## src/rtl/gwd_pkg.sv

```systemverilog
package gwd_pkg;

    localparam int unsigned DW = 32;

    typedef enum logic [2:0] {
        REG_CTL  = 3'd0,
        REG_IRQ  = 3'd1,
        REG_TMO  = 3'd2,
        REG_WIN  = 3'd3,
        REG_SVC  = 3'd4,
        REG_CNT  = 3'd5,
        REG_KEY  = 3'd6,
        REG_NONE = 3'd7
    } reg_e;

    typedef enum logic [1:0] {
        SEQ_IDLE,
        SEQ_SVC,
        SEQ_UNL
    } seq_e;

    localparam logic [1:0] SIZE_WORD = 2'd2;

    localparam int unsigned B_EN  = 0;
    localparam int unsigned B_SLK = 4;
    localparam int unsigned B_HLK = 5;
    localparam int unsigned B_WND = 6;
    localparam int unsigned B_RIA = 8;

    localparam logic [DW-1:0] KEY_SVC_A = 32'h0000_A602;
    localparam logic [DW-1:0] KEY_SVC_B = 32'h0000_B480;
    localparam logic [DW-1:0] KEY_UNL_A = 32'h0000_C520;
    localparam logic [DW-1:0] KEY_UNL_B = 32'h0000_D928;

    typedef struct packed {
        logic [DW-1:0] cr;
        logic          flag;
        logic [DW-1:0] tmo;
        logic [DW-1:0] win;
        logic [DW-1:0] key;
        seq_e          seq;
        logic          rsp_v;
        logic          rsp_e;
        logic [DW-1:0] rsp_d;
        logic          rst;
    } gwd_state_t;

endpackage

```

## src/rtl/gwd_decode.sv

```systemverilog
module gwd_decode
    import gwd_pkg::*;
#(
    parameter int unsigned ADDR_W = 14
) (
    input  logic [ADDR_W-1:0] addr,
    input  logic [1:0]        size,
    input  logic              write,
    input  logic              master_ok,
    input  logic              locked,
    output reg_e              sel,
    output logic              fmt_bad,
    output logic              dir_bad
);
    localparam logic [ADDR_W-1:0] LAST_OFF = ADDR_W'(24);

    logic reserved;
    logic guarded;

    always_comb begin
        reserved = (addr[1:0] != 2'b00) || (addr > LAST_OFF);
        sel      = reserved ? REG_NONE : reg_e'(addr[4:2]);
        fmt_bad  = reserved || (size != SIZE_WORD) || !master_ok;
        guarded  = (sel == REG_CTL) || (sel == REG_TMO) ||
                   (sel == REG_WIN) || (sel == REG_KEY);
        dir_bad  = (write && sel == REG_CNT) ||
                   (write && locked && guarded) ||
                   (!write && sel == REG_SVC);
    end

endmodule

```

## src/rtl/gwd_counter.sv

```systemverilog
module gwd_counter #(
    parameter int unsigned   W    = 32,
    parameter logic [W-1:0]  INIT = '0
) (
    input  logic         clk,
    input  logic         rst_n,
    input  logic         en,
    input  logic         reload,
    input  logic         flag_in,
    input  logic [W-1:0] load_val,
    output logic [W-1:0] cnt,
    output logic         set_flag,
    output logic         bite
);
    logic [W-1:0] cnt_d, cnt_q;
    logic         hit;

    always_comb begin
        hit      = en && (cnt_q == '0) && !reload;
        set_flag = hit && !flag_in;
        bite     = hit && flag_in;
        if (!en || reload || hit) begin
            cnt_d = load_val;
        end else begin
            cnt_d = cnt_q - W'(1);
        end
    end

    always_ff @(posedge clk or negedge rst_n) begin
        if (!rst_n) begin
            cnt_q <= INIT;
        end else begin
            cnt_q <= cnt_d;
        end
    end

    assign cnt = cnt_q;

endmodule

```

## src/rtl/guarded_watchdog.sv

```systemverilog
module guarded_watchdog
    import gwd_pkg::*;
#(
    parameter int unsigned    ADDR_W  = 14,
    parameter logic [DW-1:0]  CR_RST  = 32'hFF00_0103,
    parameter logic [DW-1:0]  TMO_RST = 32'h0002_7100
) (
    input  logic              clk,
    input  logic              rst_n,
    input  logic              req_valid,
    input  logic              req_write,
    input  logic [ADDR_W-1:0] req_addr,
    input  logic [1:0]        req_size,
    input  logic              req_master_ok,
    input  logic [DW-1:0]     req_wdata,
    output logic              rsp_valid,
    output logic              rsp_err,
    output logic [DW-1:0]     rsp_rdata,
    output logic              sys_reset_req,
    output logic              irq
);
    gwd_state_t q, d;

    reg_e          sel;
    logic          fmt_bad, dir_bad;
    logic          svc_bad, reload, unlock;
    seq_e          seq_next;
    logic [DW-1:0] cnt;
    logic          cnt_set_flag, cnt_bite;

    logic          en, win_on, ria, hard_lock, any_lock;
    logic [DW-1:0] to_val;

    assign en        = q.cr[B_EN];
    assign win_on    = q.cr[B_WND];
    assign ria       = q.cr[B_RIA];
    assign hard_lock = q.cr[B_HLK];
    assign any_lock  = q.cr[B_HLK] | q.cr[B_SLK];
    assign to_val    = q.tmo;

    gwd_decode #(.ADDR_W(ADDR_W)) u_decode (
        .addr      (req_addr),
        .size      (req_size),
        .write     (req_write),
        .master_ok (req_master_ok),
        .locked    (any_lock),
        .sel       (sel),
        .fmt_bad   (fmt_bad),
        .dir_bad   (dir_bad)
    );

    gwd_counter #(.W(DW), .INIT(TMO_RST)) u_counter (
        .clk      (clk),
        .rst_n    (rst_n),
        .en       (en),
        .reload   (reload),
        .flag_in  (q.flag),
        .load_val (q.tmo),
        .cnt      (cnt),
        .set_flag (cnt_set_flag),
        .bite     (cnt_bite)
    );

    // service and unlock sequence decode
    always_comb begin
        svc_bad  = 1'b0;
        reload   = 1'b0;
        unlock   = 1'b0;
        seq_next = q.seq;
        if (req_valid && req_write && !fmt_bad && !dir_bad && sel == REG_SVC) begin
            case (req_wdata)
                KEY_SVC_A: seq_next = SEQ_SVC;
                KEY_UNL_A: seq_next = SEQ_UNL;
                KEY_SVC_B: begin
                    seq_next = SEQ_IDLE;
                    if (q.seq == SEQ_SVC && !(win_on && cnt > q.win)) begin
                        reload = 1'b1;
                    end else begin
                        svc_bad = en;
                    end
                end
                KEY_UNL_B: begin
                    seq_next = SEQ_IDLE;
                    if (q.seq == SEQ_UNL) begin
                        unlock = 1'b1;
                    end else begin
                        svc_bad = en;
                    end
                end
                default: begin
                    seq_next = SEQ_IDLE;
                    svc_bad  = en;
                end
            endcase
        end
    end

    // register file and response
    always_comb begin
        d       = q;
        d.rsp_v = req_valid;
        d.rsp_e = 1'b0;
        d.rsp_d = '0;
        d.rst   = cnt_bite;
        d.seq   = seq_next;
        if (cnt_set_flag) begin
            d.flag = 1'b1;
        end
        if (req_valid && (fmt_bad || dir_bad || svc_bad)) begin
            d.rsp_e = !ria;
            if (ria) begin
                d.rst = 1'b1;
            end
        end else if (req_valid && req_write) begin
            case (sel)
                REG_CTL: d.cr   = req_wdata;
                REG_IRQ: if (req_wdata[0]) d.flag = cnt_set_flag;
                REG_TMO: d.tmo  = req_wdata;
                REG_WIN: d.win  = req_wdata;
                REG_KEY: d.key  = req_wdata;
                REG_SVC: if (unlock) d.cr[B_SLK] = 1'b0;
                default: ;
            endcase
        end else if (req_valid) begin
            case (sel)
                REG_CTL: d.rsp_d = q.cr;
                REG_IRQ: d.rsp_d = {{(DW-1){1'b0}}, q.flag};
                REG_TMO: d.rsp_d = q.tmo;
                REG_WIN: d.rsp_d = q.win;
                REG_CNT: d.rsp_d = cnt;
                REG_KEY: d.rsp_d = q.key;
                default: d.rsp_d = '0;
            endcase
        end
    end

    always_ff @(posedge clk or negedge rst_n) begin
        if (!rst_n) begin
            q.cr    <= CR_RST;
            q.flag  <= 1'b0;
            q.tmo   <= TMO_RST;
            q.win   <= '0;
            q.key   <= '0;
            q.seq   <= SEQ_IDLE;
            q.rsp_v <= 1'b0;
            q.rsp_e <= 1'b0;
            q.rsp_d <= '0;
            q.rst   <= 1'b0;
        end else begin
            q <= d;
        end
    end

    assign rsp_valid     = q.rsp_v;
    assign rsp_err       = q.rsp_e;
    assign rsp_rdata     = q.rsp_d;
    assign sys_reset_req = q.rst;
    assign irq           = q.flag;

endmodule

```

## config.mk

```make
export PLATFORM = sky130hd
export DESIGN_NAME = guarded_watchdog
export DESIGN_NICKNAME = d
export VERILOG_FILES = /design/src/rtl/gwd_pkg.sv /design/src/rtl/gwd_decode.sv /design/src/rtl/gwd_counter.sv /design/src/rtl/guarded_watchdog.sv
export SDC_FILE = /design/constraint.sdc
export NUM_CORES = 1
export LEC_CHECK = 0
export BUFFER_PORTS_ARGS = -buffer_cell sky130_fd_sc_hd__buf_4
export CORE_MARGIN = 2
export CORE_UTILIZATION = 60
export CTS_BUF_LIST = sky130_fd_sc_hd__clkbuf_4
export DETAILED_ROUTE_END_ITERATION = 6
export HOLD_SLACK_MARGIN = 0.03
export PLACE_DENSITY = 0.85
export SYNTH_ARGS = -nofsm -noshare
export SYNTH_HDL_FRONTEND = slang
export SYNTH_SLANG_ARGS = --single-unit
```

## constraint.sdc

```tcl
create_clock -name clk -period 6.1 [get_ports clk]
set_clock_uncertainty 0.2 [all_clocks]
set_input_delay 0.915 -clock clk [delete_from_list [all_inputs] [get_ports clk]]
set_output_delay 0.915 -clock clk [all_outputs]
set_load 0.01 [all_outputs]
```

# --- Yosys cells after proc, flatten, opt, wreduce, memory -nomap -nowiden ---
# Index checks and enable logic that the tools add are counted.
totals:
  inputBits: 53
  word_cells: 107
  out_inout_bits: 36
  reg_bits: 198
op_classes:
  add_sub_neg: 1
  bitwise: 2
  n_lt_le_gt_ge: 2
  reduce_logical: 46
  muxes: 30
  eq_ne: 14
op_table:
  columns: ["op", "count"]
  rows:
  - ["$mux 32", 7]
  - ["$mux 97", 2]
  - ["$pmux 32 s6", 1]
  - ["$eq 32x16->1 const B", 4]
  - ["$gt 32x32->1", 1]
  - ["$logic_not 32->1", 1]
  - ["$sub 32x1->32 const B", 1]
  - ["$mux 1", 16]
  - ["$logic_and 1x1->1", 15]
  - ["$gt 14x5->1 const B", 1]
  - ["$logic_or 1x1->1", 12]
  - ["$reduce_and 3->1", 4]
  - ["$eq 3x3->1 const B", 3]
  - ["$logic_not 1->1", 9]
  - ["$eq 3x2->1 const B", 2]
  - ["$ne 2x2->1 const B", 2]
  - ["$pmux 2 s2", 1]
  - ["$reduce_and 4->1", 1]
  - ["$reduce_bool 2->1", 2]
  - ["$eq 3x1->1 const B", 1]
  - ["$logic_not 3->1", 1]
  - ["$mux 3", 1]
  - ["$pmux 1 s3", 1]
  - ["$eq 2x1->1 const B", 1]
  - ["5 further kinds", 5]

# --- Depth between registers and ports, before layout ---
# Gate-level depths: netlist of the first run.
logic_depth:
  word_depth: 22
  ltp_mapped: 11
  depth_no_buf: 10

# --- By module ---
# Synthesis of the first run repeated with hierarchy kept, for this count alone.
unflattened:
  cells_unflattened: 937
  area_unflattened_um2: 10470.0
by_module_without_submodules:
  columns: ["module", "instances", "area_each_um2", "cells_per_inst"]
  rows:
  - ["guarded_watchdog", 1, 8399.3, 754]
  - ["gwd_counter", 1, 1934.4, 166]
  - ["gwd_decode", 1, 136.4, 17]

# --- Least setup slack after synthesis of the first run ---
# OpenSTA, ideal clock, no wires.
synth_path:
  path_type: "in2reg"
  start: "input req_addr[2]"
  end: "register u_counter.cnt_q[22] (netlist: u_counter.cnt[22])"
  n_path_buf: 2
  setup_slack_ps: 2648
  required_ps: 5775
  stages: 10
  arrival_ps: 3127
  setup_ps: 125
  cell_sequence: "buf_2 > and3_1 > nor4_1 > nand3_1 > nor4_4 > and4bb_1 > o22ai_1 > o31ai_4 > buf_6 > mux2_2"
synth_between:
  elab_chain_cells: 18
  elab_cells_between_ends: 30
  cone_classes: "1 x order compare; 5 x eq/ne; 3 x mux; 21 x reduce/logical"
synth_lines:
  columns: ["item", "line", "source"]
  rows:
  - ["start, declared", "guarded_watchdog.sv:12", "input logic [ADDR_W-1:0] req_addr,"]
  - ["$gt 14x5->1", "gwd_decode.sv:21", "reserved = (addr[1:0] != 2'b00) || (addr > LAST_OFF);"]
  - ["$logic_or 1x1->1", "gwd_decode.sv:21", null]
  - ["$mux 3", "gwd_decode.sv:22", "sel = reserved ? REG_NONE : reg_e'(addr[4:2]);"]
  - ["$eq 3x2->1 or $logic_not 3->1 (tied branches)", "gwd_decode.sv:24", "guarded = (sel == REG_CTL) || (sel == REG_TMO) ||"]
  - ["$logic_or 1x1->1 (2 in series)", "gwd_decode.sv:24", null]
  - ["$logic_or 1x1->1", "gwd_decode.sv:25", "(sel == REG_WIN) || (sel == REG_KEY);"]
  - ["$logic_and 1x1->1", "gwd_decode.sv:27", "(write && locked && guarded) ||"]
  - ["$logic_or 1x1->1", "gwd_decode.sv:26", "dir_bad = (write && sel == REG_CNT) ||"]
  - ["(+2 left out)", null, null]
  - ["$logic_and 1x1->1", "guarded_watchdog.sv:70", "if (req_valid && req_write && !fmt_bad && !dir_bad && sel == REG_SVC) begin"]
  - ["$logic_and 1x1->1 *", "guarded_watchdog.sv:70", null]
  - ["$mux 1 *", "guarded_watchdog.sv:70", null]
  - ["$logic_not 1->1", "gwd_counter.sv:19", "hit = en && (cnt_q == '0) && !reload;"]
  - ["$logic_and 1x1->1", "gwd_counter.sv:19", null]
  - ["$logic_or 1x1->1 *", "gwd_counter.sv:22", "if (!en || reload || hit) begin"]
  - ["$mux 32 *", "gwd_counter.sv:22", null]
  - ["via u_counter.cnt_d[22]", "gwd_counter.sv:15", "logic [W-1:0] cnt_d, cnt_q;"]
  - ["end signal, assigned", "gwd_counter.sv:33", "cnt_q <= cnt_d;"]
  - ["end, declared", "gwd_counter.sv:15", null]
# Mark *: on every way through the listed nets, which the timed path passes. The rest lies on a longest branch.
# A chain may end at the register's enable or synchronous reset.

# --- Final worst setup path of the first run ---
layout_path:
  start: "register u_counter.cnt_q[10] (netlist: u_counter.cnt[10])"
  end: "register u_counter.cnt_q[4] (netlist: u_counter.cnt[4])"
layout_between:
  elab_chain_cells: 11
  elab_cells_between_ends: 14
  cone_classes: "1 x order compare; 4 x mux; 9 x reduce/logical"
layout_lines:
  columns: ["item", "line", "source"]
  rows:
  - ["$gt 32x32->1", "guarded_watchdog.sv:76", "if (q.seq == SEQ_SVC && !(win_on && cnt > q.win)) begin"]
  - ["$logic_and 1x1->1", "guarded_watchdog.sv:76", null]
  - ["$logic_not 1->1", "guarded_watchdog.sv:76", null]
  - ["$logic_and 1x1->1", "guarded_watchdog.sv:76", null]
  - ["$mux 1", "guarded_watchdog.sv:76", null]
  - ["$mux 1", "guarded_watchdog.sv:71", "case (req_wdata)"]
  - ["$mux 1", "guarded_watchdog.sv:70", null]
  - ["$logic_not 1->1", "gwd_counter.sv:19", null]
  - ["$logic_and 1x1->1", "gwd_counter.sv:19", null]
  - ["$logic_or 1x1->1 *", "gwd_counter.sv:22", null]
  - ["$mux 32 *", "gwd_counter.sv:22", null]
  - ["via u_counter.cnt_d[4]", "gwd_counter.sv:15", null]
# Marked as above.

==> metrics.txt, run 1 <==
register-to-register path setup slack 2.13 ns; Die Y-Extent ~130 um; pin count of the biggest net entering global routing 88; Initial Utilization 0.618; share of the synthesized area in the top cell type 0.448; slowest cell on the critical path o31ai_4; drt wl/cell 21.1 um; Max-Cap Viols 0; final net count 950; Tcrit/Tclk final 0.651; synth-to-layout area growth 9.52%; Core Box Area 0.0160 mm^2; Die ar. roughly 0.018 mm^2; die width 132 um; initial antenna violation count 1; Slowest Stage Delay on Critical Path 0.63 ns; htree depth 4; DRC 0; drt initial violations 846; All-Layer GR Usage 0.271; Slew Limit Fails 0; post-synthesis sequential area ratio 0.504; Power Density 196 mW/mm^2; Congestion Overflow GR 0; Final Hold Vio Count 0; Via density 6.38; final setup fails 0; layout cells sized above 1 0.349; routed wire length 23.1 mm; Core Rows 46; RSZ-0062 raised after global routing false; Max Clk Rate 252 MHz; CP arrival ~4.3 ns; Sw Share 0.232; clock-pin slew on the worst setup and hold paths 0.14 ns; CTS tree yes; RePlAce Congestion ~0.91; Synthesized Nets 900; final cell count without fillers ~1.1k; setup TNS 0 ns; Comb power frac 0.040; cts repair resizes 0; crit path kind flip-flop to flip-flop; IO Pins 89; clk buf depth 2; global-route wire length before repair between 30 and 40 mm; critical path required time between 6 and 7 ns; clock latency on the worst-skew pair 0.62 ns; # port buffers between 80 and 90; Yosys Warn Count 0; post-route minimum period 3.97 ns; 1st-pass router iterations 7; status finished clean; leading area contributor after synthesis dfrtp_1; Worst VDD drop 115 uV; post-route ant nets 0; worst slew pin tran around 1.1 ns; Clock power frac 0.340; Netlist cell types 67; Setup WS pre-CTS 1.85 ns; relative slew slack 0.277; clock sink total 198; number of synthesized flops with an enable pin 0; post-synthesis cell count 814; Internal Pwr Total 1.63 mW; Leak roughly 5.2 nW; vias in the first global route roughly 7.0k; Yosys reg bits 198; register share of total power 0.620; Post-CTS Setup Bufs 0; most numerous cell in the Yosys netlist dfrtp_1; Pwr Total 2.12 mW; post-synthesis cell area 0.00989 mm^2; setup ws final ~2.1 ns; worst-path cell chain or4_1, or4_4, nor4_4, nand2_2, o31ai_4, buf_4, mux2_2; CP Capture Type flip-flop; Worst setup SP type flip-flop; via count 6978; Final HPWL DP between 10 and 15 mm; Async S/R FF share, synth 1.00; CTS Root Cell clkbuf_4; clock buffer count from CTS 17; syn_area_per_cell 12.1 um^2; sw power 0.492 mW; CP max FO 22; leading post-synthesis cells by cell area dfrtp_1 45%, mux2_2 15%, dfstp_2 5.6%; number of cells after detailed placement 1060; top cells by count, synth 177 x dfrtp_1, 135 x mux2_2, 44 x a21oi_1, 39 x inv_1, 35 x nand2_1; prevailing post-synth register cell dfrtp_1; Hold Path Class input port to flip-flop
[critical path: cells and delay by family, from the launching register on]
| family | cells | cell delay [ns] |
|---|---|---|
| AO/OA/AOI/OAI | 1 | 0.63 |
| buffers and inverters | 1 | 0.49 |
| flip-flops | 1 | 0.49 |
| multiplexers | 1 | 0.39 |
| AND/OR/NAND/NOR | 4 | 1.67 |
[cells by family after synthesis]
family | count (synthesis) | synth area share
muxes | 154 | 0.176
buffers and inverters | 109 | 0.0570
adders and majority gates | 33 | 0.0418
DFF | 198 | 0.504
AOI/OAI and AO/OA | 145 | 0.108
and+or+nand+nor | 147 | 0.0878
xor gates and xnor gates | 28 | 0.0248
[state kept, by name, summed over array words and instances, names as in the netlist]
| register | count |
|---|---|
| q | 96 |
| rsp_err | 1 |
| to_val | 32 |
| en | 1 |
| irq | 1 |
| sys_reset_req | 1 |
| rsp_valid | 1 |
| hard_lock | 1 |
| u_counter.cnt | 32 |
| rsp_rdata | 32 |
[layer usage]
metal | wire (um) | vias up | GRT usage
li1 | - | 3103 | -
met1 | 9800 | 3536 | 0.361
met2 | 11200 | 293 | 0.435
met3 | 1510 | 46 | 0.0515
met4 | 592 | 0 | 0.121
met5 | 0 | - | 0
[timing repair]
action	4_1_cts	5_1_grt
hold endpoints to repair	28	0
setup endpoints to repair	0	0
hold buffers	1	0
[placed cells by master (no fill, tap or decap), types with 6 or more instances in the layout]
cell type  netlist  layout
a21oi_1         44      44
a222oi_1        32      32
a22oi_1         33      33
buf_4           32      99
clkbuf_4         0      18
dfrtp_1        177     177
dfstp_2         21      21
ha_1            33      33
inv_1           39      39
mux2_1          17      17
mux2_2         135     135
nand2_1         35      35
nand2b_1         7       7
nand3_1          9       9
nand4_1          6       6
nor2_1          23      21
nor3_1          10       9
nor4_1          15      15
o21ai_0          9       9
xnor2_1         10      10
xor2_1          18      18
[metrics by stage]
step / hold WS [ns] / utilization / area [um^2]
global route: 0.201 / 0.677 / 10800
finish: 0.235 / 0.677 / 10800
floorplan: 0.261 / - / 9890
detailed placement: 0.294 / 0.657 / 10500
global placement: 0.287 / 0.657 / 10500
CTS: 0.207 / 0.676 / 10800
[layout make-up]
type	instances	area, um^2
fillers	1214	5170
flip-flops and latches	198	4980
multi-input cells	507	4370
repair buffers	101	767
well taps	216	270
clock inverters	14	159
inverters	39	146
clock buffers	18	135
diodes	1	2.50
[power groups by stage]
stage,Clock [mW],Sequential (mW),Combinational [mW]
final,0.722,1.31,0.0847
after detailed placement,0,1.34,0.0857
after CTS,0.735,1.31,0.0864
after floorplan,0,1.34,0.0121
after global routing,0.791,1.32,0.0949
after global placement,0,1.34,0.0844
[final timing paths]
path / startpoint / end / cells past startpoint
worst max-delay path: u_counter.cnt[10]$_DFF_PN0_ / u_counter.cnt[4]$_DFF_PN0_ / 7
worst min-delay path: req_valid / rsp_valid$_DFF_PN0_ / 1
worst max register to register: u_counter.cnt[10]$_DFF_PN0_ / u_counter.cnt[4]$_DFF_PN0_ / 7
worst min register to register: q[152]$_DFFE_PN0P_ / q[152]$_DFFE_PN0P_ / 1
max in group asynchronous: rst_n / rsp_rdata[14]$_DFF_PN0_ / 3
min in group asynchronous: rst_n / sys_reset_req$_DFF_PN0_ / 2
(Power assumes the default switching activity.)
==> inputs of run 2 (changes only) <==
Clock period 6.1 ns to 4.1 ns, I/O delays scaled along.
==> metrics.txt, run 2 (synthesis gave the netlist of run 1 again) <==
status complete, but fails checks; failing checks DRC; drt wl/cell 21.6 um; Core Rows 46; RePlAce Congestion 0.910; final net count 965; Core Box Area 0.0160 mm^2; Initial Utilization 0.618; Worst VDD drop 227 uV; Max Clk Rate 278 MHz; vias in the first global route between 7k and 8k; most frequent cells in the layout 177 x dfrtp_1, 135 x mux2_2, 107 x buf_4; Tcrit/Tclk final 0.876; CTS tree yes; Congestion Overflow GR 0; # port buffers 88; Worst setup SP type input port; global-route wire length before repair 38.9 mm; clock-pin slew on the worst setup and hold paths 0.16 ns; final setup fails 0; Final Hold Vio Count 0; DRC 4; htree depth 4; setup ws final ~0.5 ns; clock latency on the worst-skew pair 0.61 ns; Die ar. around 0.018 mm^2; All-Layer GR Usage 0.283; Power Density approximately 280 mW/mm^2; Hold Path Class input port to flip-flop; via count 7164; clk buf depth 2; Die Y-Extent roughly 130 um; Fillers 1173; initial antenna violation count 1; pin count of the biggest net entering global routing ~110; layout cells sized above 1 0.355; Post-CTS Setup Bufs 0; die width between 100 and 150 um; IO Pins 89; CP Capture Type flip-flop; synth-to-layout area growth 10.8%; post-route ant nets 0; Pwr Total 3.08 mW; Via density roughly 6.5; drt initial violations 781; post-route minimum period 3.59 ns; CTS Root Cell clkbuf_4; placed cell area between 0.01 and 0.015 mm^2; CP max FO 22; max FFs per register 96; relative slew slack 0.373; clock sink total 198; clock buffer count from CTS 17; 1st-pass router iterations 7; Layout Utilization 0.684; routed wire length approximately 24 mm; cts repair resizes 0; cell area after layout 0.0109 mm^2; crit path kind input port to flip-flop; worst slew pin tran 0.940 ns; hold buffers post-CTS 4; Setup WS pre-CTS 0.577 ns; Slew Limit Fails 0; commonest non-fill, non-tap cell in the layout dfrtp_1; Reg with most FFs q; setup TNS 0 ns; critical path required time ~4.4 ns; CP arrival 3.88 ns; Leak 5.24 nW; Max-Cap Viols 0; RSZ-0062 raised after global routing false; Final HPWL DP 16.1 mm
-- run 2: final cells by class --
class	instances	area (um^2)	area share
Timing Repair Buffer	116	927	0.0847
Sequential cell	198	4980	0.455
Antenna cell	1	2.50	0.000229
Clock buffer	18	135	0.0123
Tap cell	216	270	0.0247
Clock inverter	14	126	0.0115
Multi-Input combinational cell	507	4360	0.398
Inverter	39	146	0.0134
-- run 2: metal layers --
layer  routed length, um  track usage  share of wire
met1                9780        0.369           0.41
met2               11900        0.469           0.50
met3                1610       0.0531          0.067
met4                 690        0.115          0.029
met5                   0            0              0
-- run 2: worst max-delay path: stages --
cell           delay (ns)
dlygate4sd3_1        0.53
buf_4                0.15
nor4_1               0.60
nand2_1              0.16
or3_1                0.41
nor2b_1              0.18
and4bb_1             0.21
o22ai_1              0.16
o31ai_4              0.22
buf_12               0.28
mux2_2               0.36
-- run 2: report_power, final --
group	switching, mW	internal [mW]
clock network	0.680	0.312
registers	0.000235	1.96
logic	0.0818	0.0476
total	0.762	2.32
-- run 2: final timing paths --
path                                              from                    endpoint  slack, ns  depth (start not counted)
max                                      req_wdata[25]  u_counter.cnt[0]$_DFF_PN0_       0.51                         11
min                                      req_wdata[29]      to_val[29]$_DFFE_PN0P_       0.07                          2
max reg2reg                u_counter.cnt[12]$_DFF_PN1_  u_counter.cnt[0]$_DFF_PN0_       0.58                          7
min reg2reg                          q[58]$_DFFE_PN0P_           q[58]$_DFFE_PN0P_       0.33                          1
max in group asynchronous                        rst_n      to_val[17]$_DFFE_PN1P_       2.18                          3
min in group asynchronous                        rst_n       to_val[4]$_DFFE_PN0P_       0.41                          2
-- run 2: per-stage QoR --
stage	hold WS [ns]	std cells
6_report	0.0659	1109
5_1_grt	0.0378	1109
4_1_cts	0.0361	1107
3_5_place_dp	0.294	1071
3_3_place_gp	0.287	1071
2_1_floorplan	0.119	814
